File: src/rtl/adc_poll_pkg.sv
package adc_poll_pkg;

  typedef enum logic [1:0] {
    PS_WAIT = 2'd0,
    PS_FLAG = 2'd1,
    PS_VOLT = 2'd2
  } poll_state_t;

endpackage

File: src/rtl/adc_poll_timer.sv
module adc_poll_timer #(
  parameter int CNT_W = 32
) (
  input  logic             clk,
  input  logic             rst,
  input  logic             run,
  input  logic [CNT_W-1:0] interval,
  output logic             due
);

  logic [CNT_W-1:0] cnt_q;

  assign due = (cnt_q >= interval);

  // The count restarts whenever the controller is not idling with polling enabled.
  always_ff @(posedge clk) begin
    if (rst || !run) begin
      cnt_q <= '0;
    end else if (!due) begin
      cnt_q <= cnt_q + 1'b1;
    end
  end

endmodule

File: src/rtl/adc_flag_check.sv
module adc_flag_check #(
  parameter int DATA_W = 32,
  localparam int POS_W = $clog2(DATA_W)
) (
  input  logic [DATA_W-1:0] word,
  input  logic [POS_W-1:0]  pos,
  input  logic              active_low,
  output logic              ready
);

  logic [DATA_W-1:0] sel_mask;

  genvar g;
  generate
    for (g = 0; g < DATA_W; g++) begin : g_mask
      assign sel_mask[g] = (pos == POS_W'(g));
    end
  endgenerate

  assign ready = (|(word & sel_mask)) ^ active_low;

endmodule

File: src/rtl/adc_sample_shift.sv
module adc_sample_shift #(
  parameter int DATA_W = 32,
  parameter int SMP_W  = 12,
  localparam int SH_W  = $clog2(DATA_W)
) (
  input  logic [DATA_W-1:0] word,
  input  logic [SH_W-1:0]   shift,
  output logic [SMP_W-1:0]  sample
);

  logic [DATA_W-1:0] shifted;

  generate
    if (SMP_W > DATA_W) begin : g_wide
      assign shifted = word >> shift;
      assign sample  = SMP_W'(shifted);
    end else begin : g_narrow
      assign shifted = word >> shift;
      assign sample  = shifted[SMP_W-1:0];
    end
  endgenerate

endmodule

File: src/rtl/adc_poll_ctrl.sv
module adc_poll_ctrl
  import adc_poll_pkg::*;
#(
  parameter int ADDR_W = 32,
  parameter int SMP_W  = 12
) (
  input  logic              clk,
  input  logic              rst,
  input  logic              poll_en,
  input  logic              due,
  input  logic              flag_ready,
  input  logic              cfg_split,
  input  logic [ADDR_W-1:0] cfg_valid_addr,
  input  logic [ADDR_W-1:0] cfg_volt_addr,
  input  logic              rd_ack,
  input  logic [SMP_W-1:0]  sample,
  output logic              timer_run,
  output logic              rd_req,
  output logic [ADDR_W-1:0] rd_addr,
  output logic              smp_valid,
  output logic [SMP_W-1:0]  smp_data
);

  poll_state_t state_q, state_d;
  logic              req_d;
  logic [ADDR_W-1:0] addr_d;
  logic              sv_d;
  logic [SMP_W-1:0]  sd_d;

  assign timer_run = poll_en && (state_q == PS_WAIT);

  always_comb begin
    state_d = state_q;
    req_d   = rd_req;
    addr_d  = rd_addr;
    sv_d    = 1'b0;
    sd_d    = smp_data;
    unique case (state_q)
      PS_WAIT: begin
        if (poll_en && due) begin
          req_d   = 1'b1;
          addr_d  = cfg_valid_addr;
          state_d = PS_FLAG;
        end
      end
      PS_FLAG: begin
        if (rd_ack) begin
          if (!flag_ready) begin
            req_d   = 1'b0;
            state_d = PS_WAIT;
          end else if (cfg_split) begin
            addr_d  = cfg_volt_addr;
            state_d = PS_VOLT;
          end else begin
            req_d   = 1'b0;
            sv_d    = 1'b1;
            sd_d    = sample;
            state_d = PS_WAIT;
          end
        end
      end
      PS_VOLT: begin
        if (rd_ack) begin
          req_d   = 1'b0;
          sv_d    = 1'b1;
          sd_d    = sample;
          state_d = PS_WAIT;
        end
      end
      default: begin
        req_d   = 1'b0;
        state_d = PS_WAIT;
      end
    endcase
  end

  always_ff @(posedge clk) begin
    if (rst) begin
      state_q   <= PS_WAIT;
      rd_req    <= 1'b0;
      rd_addr   <= '0;
      smp_valid <= 1'b0;
      smp_data  <= '0;
    end else begin
      state_q   <= state_d;
      rd_req    <= req_d;
      rd_addr   <= addr_d;
      smp_valid <= sv_d;
      smp_data  <= sd_d;
    end
  end

endmodule

File: src/rtl/adc_poll_reader.sv
module adc_poll_reader #(
  parameter int ADDR_W = 32,
  parameter int DATA_W = 32,
  parameter int SMP_W  = 12,
  parameter int CNT_W  = 32,
  localparam int POS_W = $clog2(DATA_W)
) (
  input  logic              clk,
  input  logic              rst,
  input  logic              poll_en,
  input  logic [ADDR_W-1:0] cfg_valid_addr,
  input  logic [ADDR_W-1:0] cfg_volt_addr,
  input  logic              cfg_split,
  input  logic [POS_W-1:0]  cfg_flag_pos,
  input  logic              cfg_flag_low,
  input  logic [POS_W-1:0]  cfg_shift,
  input  logic [CNT_W-1:0]  cfg_interval,
  output logic              rd_req,
  output logic [ADDR_W-1:0] rd_addr,
  input  logic              rd_ack,
  input  logic [DATA_W-1:0] rd_data,
  output logic              smp_valid,
  output logic [SMP_W-1:0]  smp_data
);

  logic             due;
  logic             timer_run;
  logic             flag_ready;
  logic [SMP_W-1:0] sample;

  adc_poll_timer #(.CNT_W(CNT_W)) i_timer (
    .clk      (clk),
    .rst      (rst),
    .run      (timer_run),
    .interval (cfg_interval),
    .due      (due)
  );

  adc_flag_check #(.DATA_W(DATA_W)) i_flag (
    .word       (rd_data),
    .pos        (cfg_flag_pos),
    .active_low (cfg_flag_low),
    .ready      (flag_ready)
  );

  adc_sample_shift #(.DATA_W(DATA_W), .SMP_W(SMP_W)) i_shift (
    .word   (rd_data),
    .shift  (cfg_shift),
    .sample (sample)
  );

  adc_poll_ctrl #(.ADDR_W(ADDR_W), .SMP_W(SMP_W)) i_ctrl (
    .clk            (clk),
    .rst            (rst),
    .poll_en        (poll_en),
    .due            (due),
    .flag_ready     (flag_ready),
    .cfg_split      (cfg_split),
    .cfg_valid_addr (cfg_valid_addr),
    .cfg_volt_addr  (cfg_volt_addr),
    .rd_ack         (rd_ack),
    .sample         (sample),
    .timer_run      (timer_run),
    .rd_req         (rd_req),
    .rd_addr        (rd_addr),
    .smp_valid      (smp_valid),
    .smp_data       (smp_data)
  );

endmodule

File: config.mk
export PLATFORM = sky130hd
export DESIGN_NAME = adc_poll_reader
export DESIGN_NICKNAME = d
export VERILOG_FILES = /design/src/rtl/adc_poll_pkg.sv /design/src/rtl/adc_poll_timer.sv /design/src/rtl/adc_flag_check.sv /design/src/rtl/adc_sample_shift.sv /design/src/rtl/adc_poll_ctrl.sv /design/src/rtl/adc_poll_reader.sv
export SDC_FILE = /design/constraint.sdc
export NUM_CORES = 1
export LEC_CHECK = 0
export ABC_AREA = 1
export BUFFER_PORTS_ARGS = -buffer_cell sky130_fd_sc_hd__buf_2
export CORE_ASPECT_RATIO = 0.7
export CORE_MARGIN = 10
export CORE_UTILIZATION = 55
export CTS_CLUSTER_DIAMETER = 200
export CTS_CLUSTER_SIZE = 28
export DETAILED_ROUTE_END_ITERATION = 10
export PLACE_DENSITY = 0.84
export SLEW_MARGIN = 20
export SYNTH_ARGS = -nofsm -noshare
export SYNTH_HDL_FRONTEND = slang
export SYNTH_SLANG_ARGS = --single-unit
File: constraint.sdc
create_clock -name clk -period 7.3 [get_ports clk]
set_clock_uncertainty 0.2 [all_clocks]
set_input_delay 1.46 -clock clk [delete_from_list [all_inputs] [get_ports clk]]
set_output_delay 1.46 -clock clk [all_outputs]
set_load 0.03 [all_outputs]
==> results of run 1 <==
-- power groups by stage --
stage / sequential (mW) / combinational [mW] / clock, mW
6_report: 0.547 / 0.779 / 0.509
5_1_grt: 0.554 / 0.875 / 0.533
4_1_cts: 0.546 / 0.777 / 0.513
3_5_place_dp: 0.552 / 0.775 / 0
3_3_place_gp: 0.553 / 0.760 / 0
2_1_floorplan: 0.674 / 0.467 / 0
-- cell type report --
type / count / share of cell area
Sequential cell: 80 / 0.202
Clock buffer: 10 / 0.0289
Antenna cell: 1 / 0.000315
Timing Repair Buffer: 191 / 0.121
Clock inverter: 6 / 0.0136
Tap cell: 157 / 0.0248
Multi-Input combinational cell: 880 / 0.556
Inverter: 113 / 0.0535
-- layout by cell type, fill, tap and decap left out, drive strengths merged --
master	instances
diode	1
xnor2	5
o21a	7
nand2	380
o21ai	55
nand3	101
a31o	1
dfxtp	80
nor2	120
nand4	19
inv	110
mux2i	18
bufinv	3
nor3	23
clkinv	5
clkinvlp	1
o21bai	1
o2111ai	1
ha	36
nor3b	1
nand3b	2
a31oi	4
xor2	7
o211a	1
or2	4
nor4	2
buf	191
a21oi	78
o211ai	14
clkbuf	10
-- flip-flops by register name, summed over array words and instances (netlist names) --
name,count
i_ctrl.rd_addr,32
i_timer.cnt_q,32
i_ctrl.smp_data,12
i_ctrl.state_q,2
i_ctrl.rd_req,1
i_ctrl.smp_valid,1
-- worst max path at each step --
stage               slack (ns)                              end              from  cells after the start
floorplan                 3.94   i_timer.cnt_q[29]$_SDFFE_PP0P_  cfg_interval[29]                     13
global placement          2.57   i_ctrl.rd_addr[3]$_SDFFE_PP0P_   cfg_interval[7]                     19
detailed placement        2.44  i_ctrl.rd_addr[20]$_SDFFE_PP0P_  cfg_interval[15]                     15
CTS                       2.74  i_ctrl.rd_addr[20]$_SDFFE_PP0P_  cfg_interval[15]                     15
global route              2.37  i_ctrl.rd_addr[20]$_SDFFE_PP0P_   cfg_interval[7]                     19
finish                    2.74  i_ctrl.rd_addr[20]$_SDFFE_PP0P_  cfg_interval[15]                     15
-- worst min-delay path: stages (launching register included) --
cell and delay [ns]:
dfxtp_1 0.31, nand2_1 0.06, a21oi_1 0.05
-- stage by stage --
stage                     total power, mW  instances  hold slack [ns]
after global routing                 1.96       1438            0.295
final                                1.83       1438            0.268
after floorplan                      1.14       1121            0.238
after detailed placement             1.33       1421            0.250
after CTS                            1.84       1437            0.268
after global placement               1.31       1421            0.251
-- layer usage --
metal  wire length (um)  share of wire  up-vias  global-route usage
met2               9490           0.45      323               0.368
met1               9330           0.44     3480               0.322
met5                  0              0        -                   0
met4                238          0.011        0              0.0463
li1                   -              -     3959                   -
met3               2160           0.10       27              0.0835
-- cells by family after synthesis --
logic type      Yosys count
compound gates          162
xor+xnor                 12
fa+ha+maj                36
buf+inv                 161
flops                    80
mux                      18
simple gates            652
==> metrics, run 1 <==
grt ovf 0; GR Util All Layers 0.241; Final TNS setup 0 ns; Seq. cell area 1600 sq um; Rows 33; netlist area before placement 6660 sq um; worst r2r src i_timer.cnt_q[11]$_SDFFE_PP0P_; CTS tree done; Min-Delay Path Class register to register; Hold Startpoint i_ctrl.smp_data[1]$_SDFFE_PP0P_; Avg Inst Size Synth 5.94 sq um; Post-layout nets 1455; Reg clk slew, reported paths 0.06 ns; DR pass1 iterations 7; CORE AREA 11800 sq um; XOR/XNOR Fraction of Synth Area 0.0158; RR Endpoint i_ctrl.rd_addr[20]$_SDFFE_PP0P_; final instance area 7930 sq um; P_leak 4.07 nW; Max-Cap Viols 0; Syn Nets 1301; WP buf/inv 2; final core occ 0.674; Mapped Cells 1121; post-synthesis sequential area ratio 0.241; Hold Path Stages 2; # fillers 1108; Die Span X 152 um; initial antenna violation count 1; Int Power 1.08 mW; Synth Area in Simple Gates 0.417; compound-gate portion of the synthesized area 0.134; Final Max Slew Viols 0; DRT antenna net count 0; clock share of power 0.277; Setup WS post-layout 2.74 ns; Post-synth EDFFs 0; Total Routed Length 21200 um; post-synthesis cell type count 40; placed cell area 7590 sq um; vias in the first global route 7193; CTS Buffer Depth 2; peak supply drop 179 uV; 1st-iter DRT viols 702; slowest cell delay on critical path 0.75 ns; endpoints failing setup 0; crit end category register; CP max FO 35; Root Buffer clkbuf_16; critical path data required time 7.38 ns; max_slew headroom 0.417; kind of cell adding the most delay to the critical path simple AND/OR/NAND/NOR gates; Syn. warnings 0; Yosys reg bits 80; CTS Hold Buffers Added 0; clock latency on the worst-skew pair 0.34 ns; I/O pins 190; arrival time worst endpoint 4.64 ns; port bufs 189; total CTS buffers 9; setup bufs post-CTS 0; R2R setup slack 3.57 ns; Sw Pwr 0.750 mW; largest family of logic cells by synthesized area simple AND/OR/NAND/NOR gates; Worst Setup Path Type primary input to register; vias 7789; synth cell count leaders nand2_1, nor2_1, inv_1; Synth area leader dfxtp_1; CTS resizes 0; setup slack after placement 2.44 ns; asr flop ratio synth 0; Final min period 4.56 ns; Fmax 219 MHz; Post-route DRC 0; post-synthesis adder-cell area fraction 0.0676; first-pass GRT wire length 34300 um; Routability Congestion 1.14; R2R cell count 13; Die Area 17000 sq um; fin crit share 0.625; CTS Sinks 80; status finished, final reports clean; top_reg_cell synth dfxtp_1; cell mode on critical path nand2_1; Logic pwr share 0.425; share of cells above drive strength 1 0.186; Seq pwr share 0.298; most frequent cell after synthesis nand2_1; H-tree depth 3; post-DP HPWL 16800 um; DIE HEIGHT 112 um; initial core utilization 0.566; largest net degree at the start of global routing 39; largest cells by area after synthesis dfxtp_1, nand2_1, nand3_1; RSZ-0062 raised after global routing no; via/cell ratio 5.42; Slowest-stage cell, CP a21oi_4; Yosys top cell area share 0.241; post-DR wirelength/cell 14.8 um; area of the multi-input gates 4410 sq um; final hold vios 0; Tightest Pin Transition 0.873 ns; hold endpoint i_ctrl.smp_data[1]$_SDFFE_PP0P_; Area Growth Syn to Fin 19.1%; pwr/cell area 231 nW/um^2; mux cell area share after synthesis 0.0271; sw frac 0.409; Startpoint Class primary input; crit path cell chain buf_2 > inv_1 > ha_1 > nand2_1 > o21ai_0 > a21oi_1 > nand2_1 > nand2_1 > nand2_1 > nand2_1 > a21oi_4 > nand2_4 > nand2_1 > nand2_1 > nor2_1
(Power assumes the default switching activity.)
==> inputs of run 2 (changes only) <==
CORE_UTILIZATION = 48   (was 55)
PLACE_DENSITY = 0.78   (was 0.84)
clock period = 3.8 ns   (was 7.3 ns; I/O delays follow)
==> run 2 against run 1 <==
Global-route usage down 2.3 points. Critical path depth unchanged. Register-to-register slack worse by 2.6 ns. Largest power group unchanged. Highest routed layer unchanged.
==> metrics, run 2 (same netlist as run 1, synthesis figures left out) <==
Die Area 19100 sq um (+12%); max_slew headroom 0.412 (-0.00466); CTS Buffer Depth 2 (unchanged); Die Span X 161 um (+6.1%); hold endpoint i_ctrl.rd_req$_SDFFE_PP0P_; vias 7658 (-1.7%); CTS Sinks 80 (unchanged); Total Routed Length 21600 um (+1.5%); Min-Delay Path Class register to register; R2R cell count 9 (-4); initial antenna violation count 1 (unchanged); H-tree depth 3 (unchanged); Hold Path Stages 2 (unchanged); commonest cells after routing, fill and taps aside nand2_1, buf_2, nor2_1, inv_1, nand3_1; dpl cells 1458 (+2.6%); GR Util All Layers 0.218 (-0.0232); first-pass GRT wire length 35400 um (+3.0%); grt ovf 0 (unchanged); post-DP HPWL 17400 um (+3.2%); post-DR wirelength/cell 14.6 um (-0.95%); P_leak 4.13 nW (+1.3%); Fmax 349 MHz; commonest non-fill, non-tap cell in the layout nand2_1; Tightest Pin Transition 0.881 ns (+0.00796 ns); RSZ-0062 raised after global routing no; Final TNS setup 0 ns (unchanged); 1st-iter DRT viols 684 (-2.6%); Sw Pwr 1.45 mW (+94%); endpoints failing setup 0 (unchanged); Logic pwr share 0.422 (-0.003); cell mode on critical path nand2_1; I/O pins 190 (unchanged); initial core utilization 0.499 (-0.0673); slowest cell delay on critical path 0.31 ns (-0.44 ns); clock latency on the worst-skew pair 0.34 ns (about the same); Largest regs i_ctrl.rd_addr (32), i_timer.cnt_q (32), i_ctrl.smp_data (12); Area Growth Syn to Fin 21.0%; Highest Signal Layer met4; sw frac 0.402 (-0.00673); Final Max Slew Viols 0 (unchanged); RR Endpoint i_ctrl.rd_addr[22]$_SDFFE_PP0P_; kind of cell adding the most delay to the critical path compound AO/OA/AOI/OAI gates; pwr/cell area 448 nW/um^2 (+94%); CTS tree done; CTS Hold Buffers Added 0 (unchanged); Reg clk slew, reported paths 0.06 ns (about the same); Crit. path cell count 15 (unchanged); CORE AREA 13400 sq um (+14%); status finished, final reports clean; crit path cell chain buf_2 > inv_1 > ha_1 > a21oi_1 > o21ai_0 > nand2_1 > nand2_1 > a21oi_1 > nand2_1 > buf_4 > clkinv_1 > buf_4 > nand2_1 > o21ai_0 > a21oi_1; setup bufs post-CTS 0 (unchanged); peak supply drop 402 uV (+120%); Hold Startpoint i_ctrl.rd_req$_SDFFE_PP0P_; Int Power 2.16 mW (+99%); DRT met1 WL 9790 um (+4.9%); CTS resizes 0 (unchanged); Startpoint Class primary input; DRT antenna net count 0 (unchanged); Slowest-stage cell, CP ha_1; Seq pwr share 0.290 (-0.008); Post-route DRC 0 (unchanged); share of cells above drive strength 1 0.191 (+0.00506); R2R setup slack 1.02 ns (-2.55 ns); Routed met3 length 2150 um (-0.79%); clock share of power 0.289 (+0.012); Max-Cap Viols 0 (unchanged); Non-Filler Instances 1474 (+2.5%); fin crit share 0.755; worst r2r src i_ctrl.state_q[1]$_SDFFE_PP0P_; Routability Congestion 0.972 (-14%); Post-layout nets 1464 (+0.62%); vias in the first global route 7209 (+0.22%); port bufs 189 (unchanged); Worst Setup Path Type primary input to register; final hold vios 0 (unchanged); DR pass1 iterations 5 (-2); DIE HEIGHT 119 um (+5.8%); arrival time worst endpoint 2.90 ns (-1.74 ns); CP max FO 20 (-43%); crit end category register; WP buf/inv 5 (+3); largest net degree at the start of global routing 36 (-7.7%); Root Buffer clkbuf_16; total CTS buffers 9 (unchanged); via/cell ratio 5.20 (-4.1%); Rows 35 (+6.1%); critical path data required time 3.83 ns (-3.55 ns); wire length on met2 9460 um (-0.39%); Final min period 2.87 ns
-- run 2: cell types whose count changed in the layout (fill, tap and decap cells not counted), sizes merged --
cell	delta
buf	+9
bufinv	+1
clkbuf	-1
clkinv	-1
-- run 2: per-stage QoR --
step | setup slack [ns] | hold slack, ns | power, mW | utilization | cell area, sq um
global route | 0.666 | 0.286 | 3.85 | 0.603 | 8060
global placement | 0.681 | 0.234 | 2.54 | 0.576 | 7700
finish | 0.933 | 0.250 | 3.61 | 0.603 | 8060
detailed placement | 0.624 | 0.245 | 2.57 | 0.576 | 7700
floorplan | 1.14 | 0.238 | 2.19 | - | 6660
CTS | 0.988 | 0.253 | 3.62 | 0.603 | 8060
-- run 2: final cells by class --
class / instances / area, sq um
flip-flops and latches: 80 / 1600
inverters: 113 / 424
well taps: 185 / 231
clock buffers: 9 / 225
repair buffers: 200 / 1030
clock inverters: 6 / 133
multi-input cells: 880 / 4410
fillers: 1277 / 5300
diodes: 1 / 2.50
-- run 2: power by group through the flow --
stage / sequential [mW] / combinational [mW] / clock (mW)
after floorplan: 1.30 / 0.897 / 0
after detailed placement: 1.06 / 1.51 / 0
final: 1.05 / 1.52 / 1.04
after CTS: 1.04 / 1.52 / 1.06
after global routing: 1.06 / 1.69 / 1.10
after global placement: 1.06 / 1.48 / 0
-- run 2: worst register-to-register path: cells and delay by family, from the launching register on --
kind | cells | cell delay [ns]
adder cells (fa/ha/maj) | 1 | 0.42
buffers and inverters | 2 | 0.64
flip-flops | 1 | 0.32
AND/OR/NAND/NOR | 6 | 1.09
-- run 2: worst max path at each step --
stage | start | end | slack [ns]
floorplan | cfg_interval[29] | i_timer.cnt_q[29]$_SDFFE_PP0P_ | 1.14
global placement | cfg_interval[29] | i_timer.cnt_q[3]$_SDFFE_PP0P_ | 0.68
detailed placement | cfg_interval[29] | i_timer.cnt_q[3]$_SDFFE_PP0P_ | 0.62
CTS | cfg_interval[29] | i_timer.cnt_q[3]$_SDFFE_PP0P_ | 0.99
global route | cfg_interval[29] | i_timer.cnt_q[3]$_SDFFE_PP0P_ | 0.67
finish | cfg_interval[27] | i_timer.cnt_q[3]$_SDFFE_PP0P_ | 0.93
-- run 2: metal layers --
metal	vias to the layer above	global-route usage
met5	-	0
met4	0	0.0312
met3	18	0.0728
met2	300	0.338
met1	3382	0.292
li1	3958	-
==> inputs of run 3 (changes only) <==
clock period = 2.6 ns   (was 3.8 ns; I/O delays follow)
==> run 3 against run 2 <==
Non-clock buffer count is 47 higher. Highest routed layer unchanged. Die area did not move. Critical path type is now register to register. Clock power rose by 27%. Critical endpoint is now i_ctrl.rd_addr[0]$_SDFFE_PP0P_. Combinational power rose by 64%. Largest power group unchanged. Setup slack worse by 0.83 ns. Hold slack worse by 0.0072 ns.
==> metrics, run 3 (same netlist as run 1, synthesis figures left out) <==
1st-iter DRT viols 684 (unchanged); CTS tree done; Final min period 2.49 ns; final hold slack 0.243 ns (-0.00721 ns); worst r2r src i_timer.cnt_q[31]$_SDFFE_PP0P_; CORE AREA 13400 sq um (unchanged); Routability Congestion 1.01 (+4.1%); via/cell ratio 5.23 (+0.74%); Min-Delay Path Class register to register; vias 7966 (+4.0%); arrival time worst endpoint 2.53 ns (-0.37 ns); Slowest-stage cell, CP dfxtp_2; endpoints failing setup 0 (unchanged); share of cells above drive strength 1 0.231 (+0.0401); I/O pins 190 (unchanged); antenna cells 0 (-1); DR pass1 iterations 5 (unchanged); setup slack after placement -0.219 ns (-0.843 ns); post-DP HPWL 17900 um (+3.0%); GR Util All Layers 0.215 (-0.00282); pwr/cell area 629 nW/um^2 (+40%); post-DR wirelength/cell 14.7 um (+0.63%); Die Span X 161 um (unchanged); Worst Setup Path Type register to register; CTS Hold Buffers Added 0 (unchanged); critical path data required time 2.63 ns (-1.20 ns); first-pass GRT wire length 34900 um (-1.2%); CTS Buffer Depth 2 (unchanged); Total Routed Length 22400 um (+3.9%); peak supply drop 471 uV (+17%); port bufs 189 (unchanged); Post-route DRC 0 (unchanged); commonest non-fill, non-tap cell in the layout nand2_1; Startpoint Class register; Area Growth Syn to Fin 27.9%; placed cell area 8080 sq um (+4.9%); crit end category register; Final Max Slew Viols 0 (unchanged); clock latency on the worst-skew pair 0.34 ns (about the same); Tightest Pin Transition 0.663 ns (-0.218 ns); DIE HEIGHT 119 um (unchanged); Rows 35 (unchanged); Hold Startpoint i_ctrl.rd_req$_SDFFE_PP0P_; status finished, final reports clean; P_leak 4.38 nW (+6.1%); Reg clk slew, reported paths 0.06 ns (about the same); Die Area 19100 sq um (unchanged); initial core utilization 0.499 (unchanged); initial antenna violation count 0 (-1); max_slew headroom 0.557 (+0.145); crit path launch i_timer.cnt_q[31]$_SDFFE_PP0P_; grt ovf 0 (unchanged); Max-Cap Viols 0 (unchanged); Setup WS post-layout 0.106 ns (-0.827 ns); Largest regs i_ctrl.rd_addr (32), i_timer.cnt_q (32), i_ctrl.smp_data (12); fin crit share 0.959; slowest cell delay on critical path 0.34 ns (+0.03 ns); H-tree depth 3 (unchanged); final instance area 8520 sq um (+5.7%); cell mode on critical path nand2_1; Final TNS setup 0 ns (unchanged); Post-layout nets 1512 (+3.3%); CTS Sinks 80 (unchanged); vias in the first global route 7197 (-0.17%); Root Buffer clkbuf_16; crit path cell chain ha_1 > nand2_1 > nor2_2 > nand2_1 > nor2_1 > nand2_2 > nand2_2 > nand2_1 > a21oi_4 > buf_12 > buf_12 > nand3_1 > nand2_1 > nor2_1; final hold vios 0 (unchanged); total CTS buffers 9 (unchanged); commonest cells after routing, fill and taps aside nand2_1, buf_2, nor2_1, inv_1, nand3_1; DRT antenna net count 0 (unchanged); CP max FO 13 (-35%); largest net degree at the start of global routing 39 (+8.3%); Fmax 401 MHz
==> run 3: cell count changes in the layout (fill, tap and decap cells not counted), sizes merged, moves of 2 or more <==
| cell | previous run | this run |
|---|---|---|
| clkbuf | 9 | 12 |
| bufinv | 4 | 1 |
| inv | 110 | 112 |
| buf | 200 | 246 |
==> run 3: final timing paths <==
kind,cells past startpoint,endpoint,slack (ns)
max,14,i_ctrl.rd_addr[0]$_SDFFE_PP0P_,0.11
min,2,i_ctrl.rd_req$_SDFFE_PP0P_,0.24
max reg2reg,14,i_ctrl.rd_addr[0]$_SDFFE_PP0P_,0.11
min reg2reg,2,i_ctrl.rd_req$_SDFFE_PP0P_,0.24
==> run 3: area by class of cell <==
class                      instances  area [sq um]
inverter                         113           424
clock inverter                     5          62.6
sequential                        80          1610
multi-input combinational        881          4480
fill                            1232          4840
timing repair buffer             247          1460
clock buffer                      11           253
tap                              185           231
==> run 3: routing by layer <==
metal	global-route usage	up-vias	wire length [um]	share of wire
met3	0.0669	31	2240	0.10
met4	0.0397	0	255	0.011
met1	0.297	3522	10300	0.46
met5	0	-	0	0
li1	-	4067	-	-
met2	0.322	346	9560	0.43
==> run 3: metrics by stage <==
step                       util  std cells  total power, mW
final                     0.638       1522             5.35
after global routing      0.638       1522             5.70
after CTS                 0.628       1518             5.22
after detailed placement  0.605       1502             3.89
after global placement    0.605       1502             3.85
after floorplan               -       1121             3.20
==> run 3: power by group <==
part | total (mW) | leakage (nW) | switching, mW | internal (mW)
Sequential | 1.53 | 0.652 | 0.110 | 1.42
Combinational | 2.50 | 3.58 | 1.61 | 0.887
Clock | 1.32 | 0.149 | 0.520 | 0.803
==> run 3: what timing repair did <==
action / in CTS / in global routing
gates resized for setup: 0 / 14
setup buffers: 0 / 2
endpoints found under the setup margin: 0 / 49
==> run 3: worst max-delay path, delay by kind of cell, from the launching register on <==
family / cells / cell delay (ns)
simple gates: 10 / 1.07
compound gates: 1 / 0.18
flops: 1 / 0.34
fa+ha+maj: 1 / 0.29
buf+inv: 2 / 0.30
